### config.mk
export PLATFORM = sky130hd
export DESIGN_NAME = ecc_chk_classify
export DESIGN_NICKNAME = d
export VERILOG_FILES = /design/src/rtl/ecc_chk_pkg.sv /design/src/rtl/ecc_chk_popcount.sv /design/src/rtl/ecc_chk_classify.sv
export SDC_FILE = /design/constraint.sdc
export NUM_CORES = 1
export LEC_CHECK = 0
export BUFFER_PORTS_ARGS = -buffer_cell sky130_fd_sc_hd__buf_4
export CAP_MARGIN = 5
export CORE_MARGIN = 8
export CORE_UTILIZATION = 30
export DETAILED_ROUTE_END_ITERATION = 12
export PLACE_DENSITY = 0.69
export SLEW_MARGIN = 5
export SYNTH_ARGS = -nofsm -noshare
export SYNTH_HDL_FRONTEND = slang
export SYNTH_HIERARCHICAL = 1
export SYNTH_SLANG_ARGS = --single-unit
### constraint.sdc
create_clock -name vclk -period 20.5
set_input_delay 3.075 -clock vclk [all_inputs]
set_output_delay 3.075 -clock vclk [all_outputs]
set_load 0.02 [all_outputs]
### src/rtl/ecc_chk_pkg.sv
package ecc_chk_pkg;
  localparam int SECTOR_BYTES = 512;
  localparam int CODE_W       = 24;
  localparam int PACK_W       = 28;
  localparam int BIT_W        = $clog2(8);
  localparam int BYTE_W       = $clog2(SECTOR_BYTES);
  localparam int LOC_W        = BIT_W + BYTE_W;
  localparam int LOC_LSB      = 16;
  localparam int CNT_W        = $clog2(PACK_W + 1);
  localparam int CODE_COUNT   = 2;

  localparam logic [PACK_W-1:0] BLANK_STORED = 28'h0FFF0FFF;

  typedef enum logic [1:0] {
    ST_CLEAN    = 2'b00,
    ST_FIXABLE  = 2'b01,
    ST_CODE_BAD = 2'b10,
    ST_FATAL    = 2'b11
  } chk_status_e;
endpackage

### src/rtl/ecc_chk_popcount.sv
module ecc_chk_popcount #(
  parameter int W   = 28,
  parameter int CW  = $clog2(W + 1)
) (
  input  logic [W-1:0]  vec,
  output logic [CW-1:0] ones
);
  always_comb begin
    ones = '0;
    for (int i = 0; i < W; i++) begin
      ones = ones + CW'(vec[i]);
    end
  end
endmodule

### src/rtl/ecc_chk_classify.sv
module ecc_chk_classify
  import ecc_chk_pkg::*;
(
  input  logic [PACK_W-1:0] stored_w,
  input  logic [PACK_W-1:0] fresh_w,
  output chk_status_e       verdict,
  output logic [BYTE_W-1:0] loc_byte,
  output logic [BIT_W-1:0]  loc_bit
);
  localparam int PAIRS = LOC_W;

  logic [PACK_W-1:0] syn;
  logic [CNT_W-1:0]  weight;
  logic              blank_page;

  assign syn        = stored_w ^ fresh_w;
  assign blank_page = (stored_w == BLANK_STORED) && (fresh_w == '0);

  ecc_chk_popcount #(.W(PACK_W), .CW(CNT_W)) u_weight (
    .vec  (syn),
    .ones (weight)
  );

  // Priority: clean, single data bit, single code bit, erased page, rest.
  always_comb begin
    verdict  = ST_FATAL;
    loc_byte = '0;
    loc_bit  = '0;
    if (syn == '0) begin
      verdict = ST_CLEAN;
    end else if (weight == CNT_W'(PAIRS)) begin
      verdict  = ST_FIXABLE;
      loc_bit  = syn[LOC_LSB +: BIT_W];
      loc_byte = syn[LOC_LSB + BIT_W +: BYTE_W];
    end else if (weight == CNT_W'(1)) begin
      verdict = ST_CODE_BAD;
    end else if (blank_page) begin
      verdict = ST_CLEAN;
    end
  end
endmodule

; ---- After elaboration in Yosys (flattened, before gate mapping)
; Index checks and enable logic that the tools add are counted.
[word_totals]
output_inout_bits = 14
register_bits = 0
input_bits = 56
[op_classes]
n_reduce_logical = 3
eq_ne = 3
n_bitwise = 1
n_mux = 8
addsub = 27
[ops]
columns = operator, n
row1 = adder 5 x 1 -> 5 bit, 26
row2 = zero test 28 bit, 2
row3 = "== test 28 bit, second input constant", 1
row4 = bitwise XOR 28 bit, 1
row5 = 2-to-1 mux 9 bit, 2
row6 = 2-to-1 mux 2 bit, 4
row7 = 2-to-1 mux 3 bit, 2
row8 = "== test 5 x 1 -> 1 bit, second input constant", 1
row9 = "== test 5 x 4 -> 1 bit, second input constant", 1
row10 = adder 1 x 1 -> 2 bit, 1
row11 = logical AND 1 bit, 1

; ---- Depth between registers and ports, before layout
[logic_depth]
ltp_word = 32
mapped_depth = 23
ltp_nobuf = 22

; ---- Hierarchy
; The synthesis kept the hierarchy.
[modules_own_cells]
columns = mod, instances, seq_area_each_um2, area_per_inst_um2, cells_each
row1 = ecc_chk_popcount, 1, 0.0, 772.0, 87
row2 = ecc_chk_classify, 1, 0.0, 598.1, 79

; ---- Worst setup path after synthesis
; No wires, ideal clock.
[synth_path]
path_kind = input to output
startpoint = input stored_w[0]
endpoint = output verdict[0]
path_stages = 19
t_required_ns = 17.425
path_slack_ns = 9.266
arrival_ns = 8.159
cell_sequence = xor2_1 > inv_1 > fa_1 > inv_1 > ha_1 > inv_1 > fa_1 > fa_1 > fa_1 > fa_1 > fa_1 > fa_1 > nand2b_1 > a21oi_2 > xor2_1 > nor2_1 > nand3_1 > o21a_1 > a211oi_1
[synth_via]
elab_chain_len = 32
elab_cells_between_ends = 37
cone_classes = add/sub (27) / eq/ne (3) / mux (4) / bitwise (1) / reduce/logical (2)
[synth_lines]
columns = element, line_no
row1 = start: declaration, ecc_chk_classify.sv:4  ; input logic [PACK_W-1:0] stored_w,
row2 = bitwise XOR 28 bit (*), ecc_chk_classify.sv:16  ; assign syn = stored_w ^ fresh_w;
row3 = adder 1 x 1 -> 2 bit (*), ecc_chk_popcount.sv:11  ; ones = ones + CW'(vec[i]);
row4 = adder 5 x 1 -> 5 bit (*) (26 in a row), ecc_chk_popcount.sv:11
row5 = net weight[4], ecc_chk_classify.sv:13  ; logic [CNT_W-1:0] weight;
row6 = == test 5 x 1 -> 1 bit, ecc_chk_classify.sv:35  ; end else if (weight == CNT_W'(1)) begin
row7 = 2-to-1 mux 2 bit, ecc_chk_classify.sv:35
row8 = 2-to-1 mux 2 bit (*), ecc_chk_classify.sv:31  ; end else if (weight == CNT_W'(PAIRS)) begin
row9 = 2-to-1 mux 2 bit (*), ecc_chk_classify.sv:29  ; if (syn == '0) begin
row10 = end: declaration, ecc_chk_classify.sv:6  ; output chk_status_e verdict,
; Mark *: on every way through the listed nets, which the timed path passes. The rest lies on a longest branch.

; ---- Worst setup path in the final report
[layout_path]
startpoint = input stored_w[0]
endpoint = output loc_byte[8]
[layout_via]
elab_chain_len = 31
elab_cells_between_ends = 32
cone_classes = add/sub (27) / eq/ne (1) / mux (2) / bitwise (1) / reduce/logical (1)
[layout_lines]
columns = element, line_no
row1 = bitwise XOR 28 bit, ecc_chk_classify.sv:16
row2 = net syn[0], ecc_chk_classify.sv:12  ; logic [PACK_W-1:0] syn;
row3 = adder 1 x 1 -> 2 bit, ecc_chk_popcount.sv:11
row4 = adder 5 x 1 -> 5 bit (26 in a row), ecc_chk_popcount.sv:11
row5 = net weight[4], ecc_chk_classify.sv:13
row6 = == test 5 x 4 -> 1 bit, ecc_chk_classify.sv:31
row7 = 2-to-1 mux 9 bit, ecc_chk_classify.sv:31
row8 = 2-to-1 mux 9 bit, ecc_chk_classify.sv:29
row9 = end: declaration, ecc_chk_classify.sv:7  ; output logic [BYTE_W-1:0] loc_byte,
; The timed path passes the listed nets, and every way through them passes these cells.

==> impl_results.md <==
* Area post-placement at 1950 um2
* Critical Path AT at 8380 ps
* Routability cong. at slightly below 0.8
* Max-cap viol count at 0
* Syn Area/Cell at slightly above 8 um2
* Final wirelength at a little under 4000 um
* Overflow after GRT at 0
* Hold-critical path depth at 4
* Sequential fraction of the synthesis area at 0
* Chip height at between 80 and 90 um
* Max Fclk at 87.3 MHz
* Worst-Margin Slew at between 500 and 600 ps
* CP startpoint kind: input port
* Worst path required time at 17,430 ps
* Vias at about 1,300
* Syn Std Cell Area at ~1400 um2
* Final net count at 323
* Placed cell count at ~290
* Share of post-route cells with drive strength above 1 at 0.306
* Synth cell count leaders: 47 x inv_1, 30 x xor2_1, 21 x fa_1
* # diodes at 0
* Vias in the first global route at 1,376
* Top-count cell post-synth: inv_1
* Overall die width at between 80 and 90 um
* Iter 0 DRT Violations at 30
* Total negative slack at 0 ps
* # DRC at 0
* Largest net degree at the start of global routing at 13
* Net Count, Synth at around 250
* Port bufs at 70
* Final setup violation count at 0
* First-pass GRT wire length at 6360 um
* Post-CTS Setup Bufs at 0
* Slowest-stage cell, CP: fa_1
* DRT antenna net count at 0
* Worst-path maximum fanout at 12
* Clk_buf instances at 0
* Max transition margin at 0.657
* Sequential Area at 0 um2
* Area leader, netlist: fa_1
* Final period utilization at 0.559
* DP Wirelength at 3700 um
* Finished Layout Cells at roughly 290
* RSZ-0062 raised after global routing: no
* Crit path launch: stored_w[0]
* Setup crit end: loc_byte[8]
* Final min period at around 11,000 ps
* Worst path most repeated cell: fa_1
* Worst hold margin at ~6600 ps
* Top post-synthesis cells by area: fa_1 31%, xor2_1 19%, inv_1 13%
* Initial antenna violation count at 0
* Core Area at about 4400 um2
* Io pins at 70
* CTS resizes at 0
* P&R area growth vs syn at 42.6%
* Synth warn at 6
* Crit Path Class: in2out
* Final Max Slew Viols at 0
* Initial Util at 0.312
* Post-Syn Instances at about 170
* Synth unique cells at 24
* Post-synth top area share at 0.307
* Row Count at 24
* Critical path, cell by cell: buf_4 > xor2_1 > inv_1 > fa_1 > inv_1 > ha_1 > inv_1 > fa_1 > fa_1 > fa_1 > fa_1 > fa_1 > fa_1 > nand2b_1 > a21oi_2 > xor2_1 > nor2_1 > nand3_1 > nor2_1 > o21ai_2 > nor2b_1 > buf_4
* Hold Path Class: in2out
* Non-Filler Cell Area, Final at 1950 um2
* DR pass1 iterations at 4
* Die Footprint at ~7000 um2
* Status: finished, final reports clean
* Crit path capture type: primary output
* Hold_buf cts at 0
* Hold Vio Cnt, Final at 0
* Worst path max stage delay at about 540 ps
* GRT Total Usage at 0.104
* DR WL/cell at 13.6 um
* Seq cells at 0
* Vias per cell at 4.57
-- critical path: cells and delay by family --
kind / cells / cell delay, ps
simple gates: 5 / 690
compound gates: 2 / 320
xor+xnor: 2 / 280
fa+ha+maj: 8 / 3550
buf+inv: 5 / 440
-- kinds of logic after synthesis --
| family | Yosys count | synth area share |
|---|---|---|
| xor+xnor | 31 | 0.198 |
| compound gates | 7 | 0.0365 |
| fa+ha+maj | 30 | 0.389 |
| simple gates | 50 | 0.242 |
| buf+inv | 48 | 0.134 |
-- routing by layer --
layer  share of wire  track usage  vias up
met2            0.49        0.178       43
met1            0.46        0.142      607
met5               0            0        -
li1                -            -      662
met3           0.046       0.0137        0
met4               0            0        0
-- through the flow --
step                       util  setup WS (ps)
after global placement    0.445           9120
after CTS                 0.445           9020
final                     0.445           9040
after floorplan               -           9270
after detailed placement  0.445           9020
after global routing      0.445           8680
-- layout make-up --
| cell class | instances | area [um2] |
|---|---|---|
| Fill cell | 446 | 2430 |
| Multi-Input combinational cell | 118 | 1190 |
| Timing Repair Buffer | 70 | 526 |
| Inverter | 47 | 176 |
| Tap cell | 52 | 65.1 |
-- layout by cell type (no fill, tap or decap), types with 5 or more instances in the layout --
cell type / netlist / layout
xor2_1: 30 / 30
nor4bb_1: 9 / 9
nor2_1: 6 / 6
nor4_1: 11 / 11
nand4_1: 5 / 5
inv_1: 47 / 47
ha_1: 9 / 9
fa_1: 21 / 21
buf_4: 1 / 70
nor2b_1: 12 / 12
-- worst min-delay path by stage --
stage,startpoint,end,slack [ps]
2_1_floorplan,fresh_w[26],loc_byte[7],6400
3_3_place_gp,fresh_w[26],loc_byte[7],6590
3_5_place_dp,stored_w[22],loc_byte[3],6600
4_1_cts,stored_w[22],loc_byte[3],6600
5_1_grt,stored_w[22],loc_byte[3],6620
6_report,fresh_w[22],loc_byte[3],6610
Power is left out: the tool's default activity adds up to more than one toggle a clock period on the data nets, which glitch-free logic cannot reach.
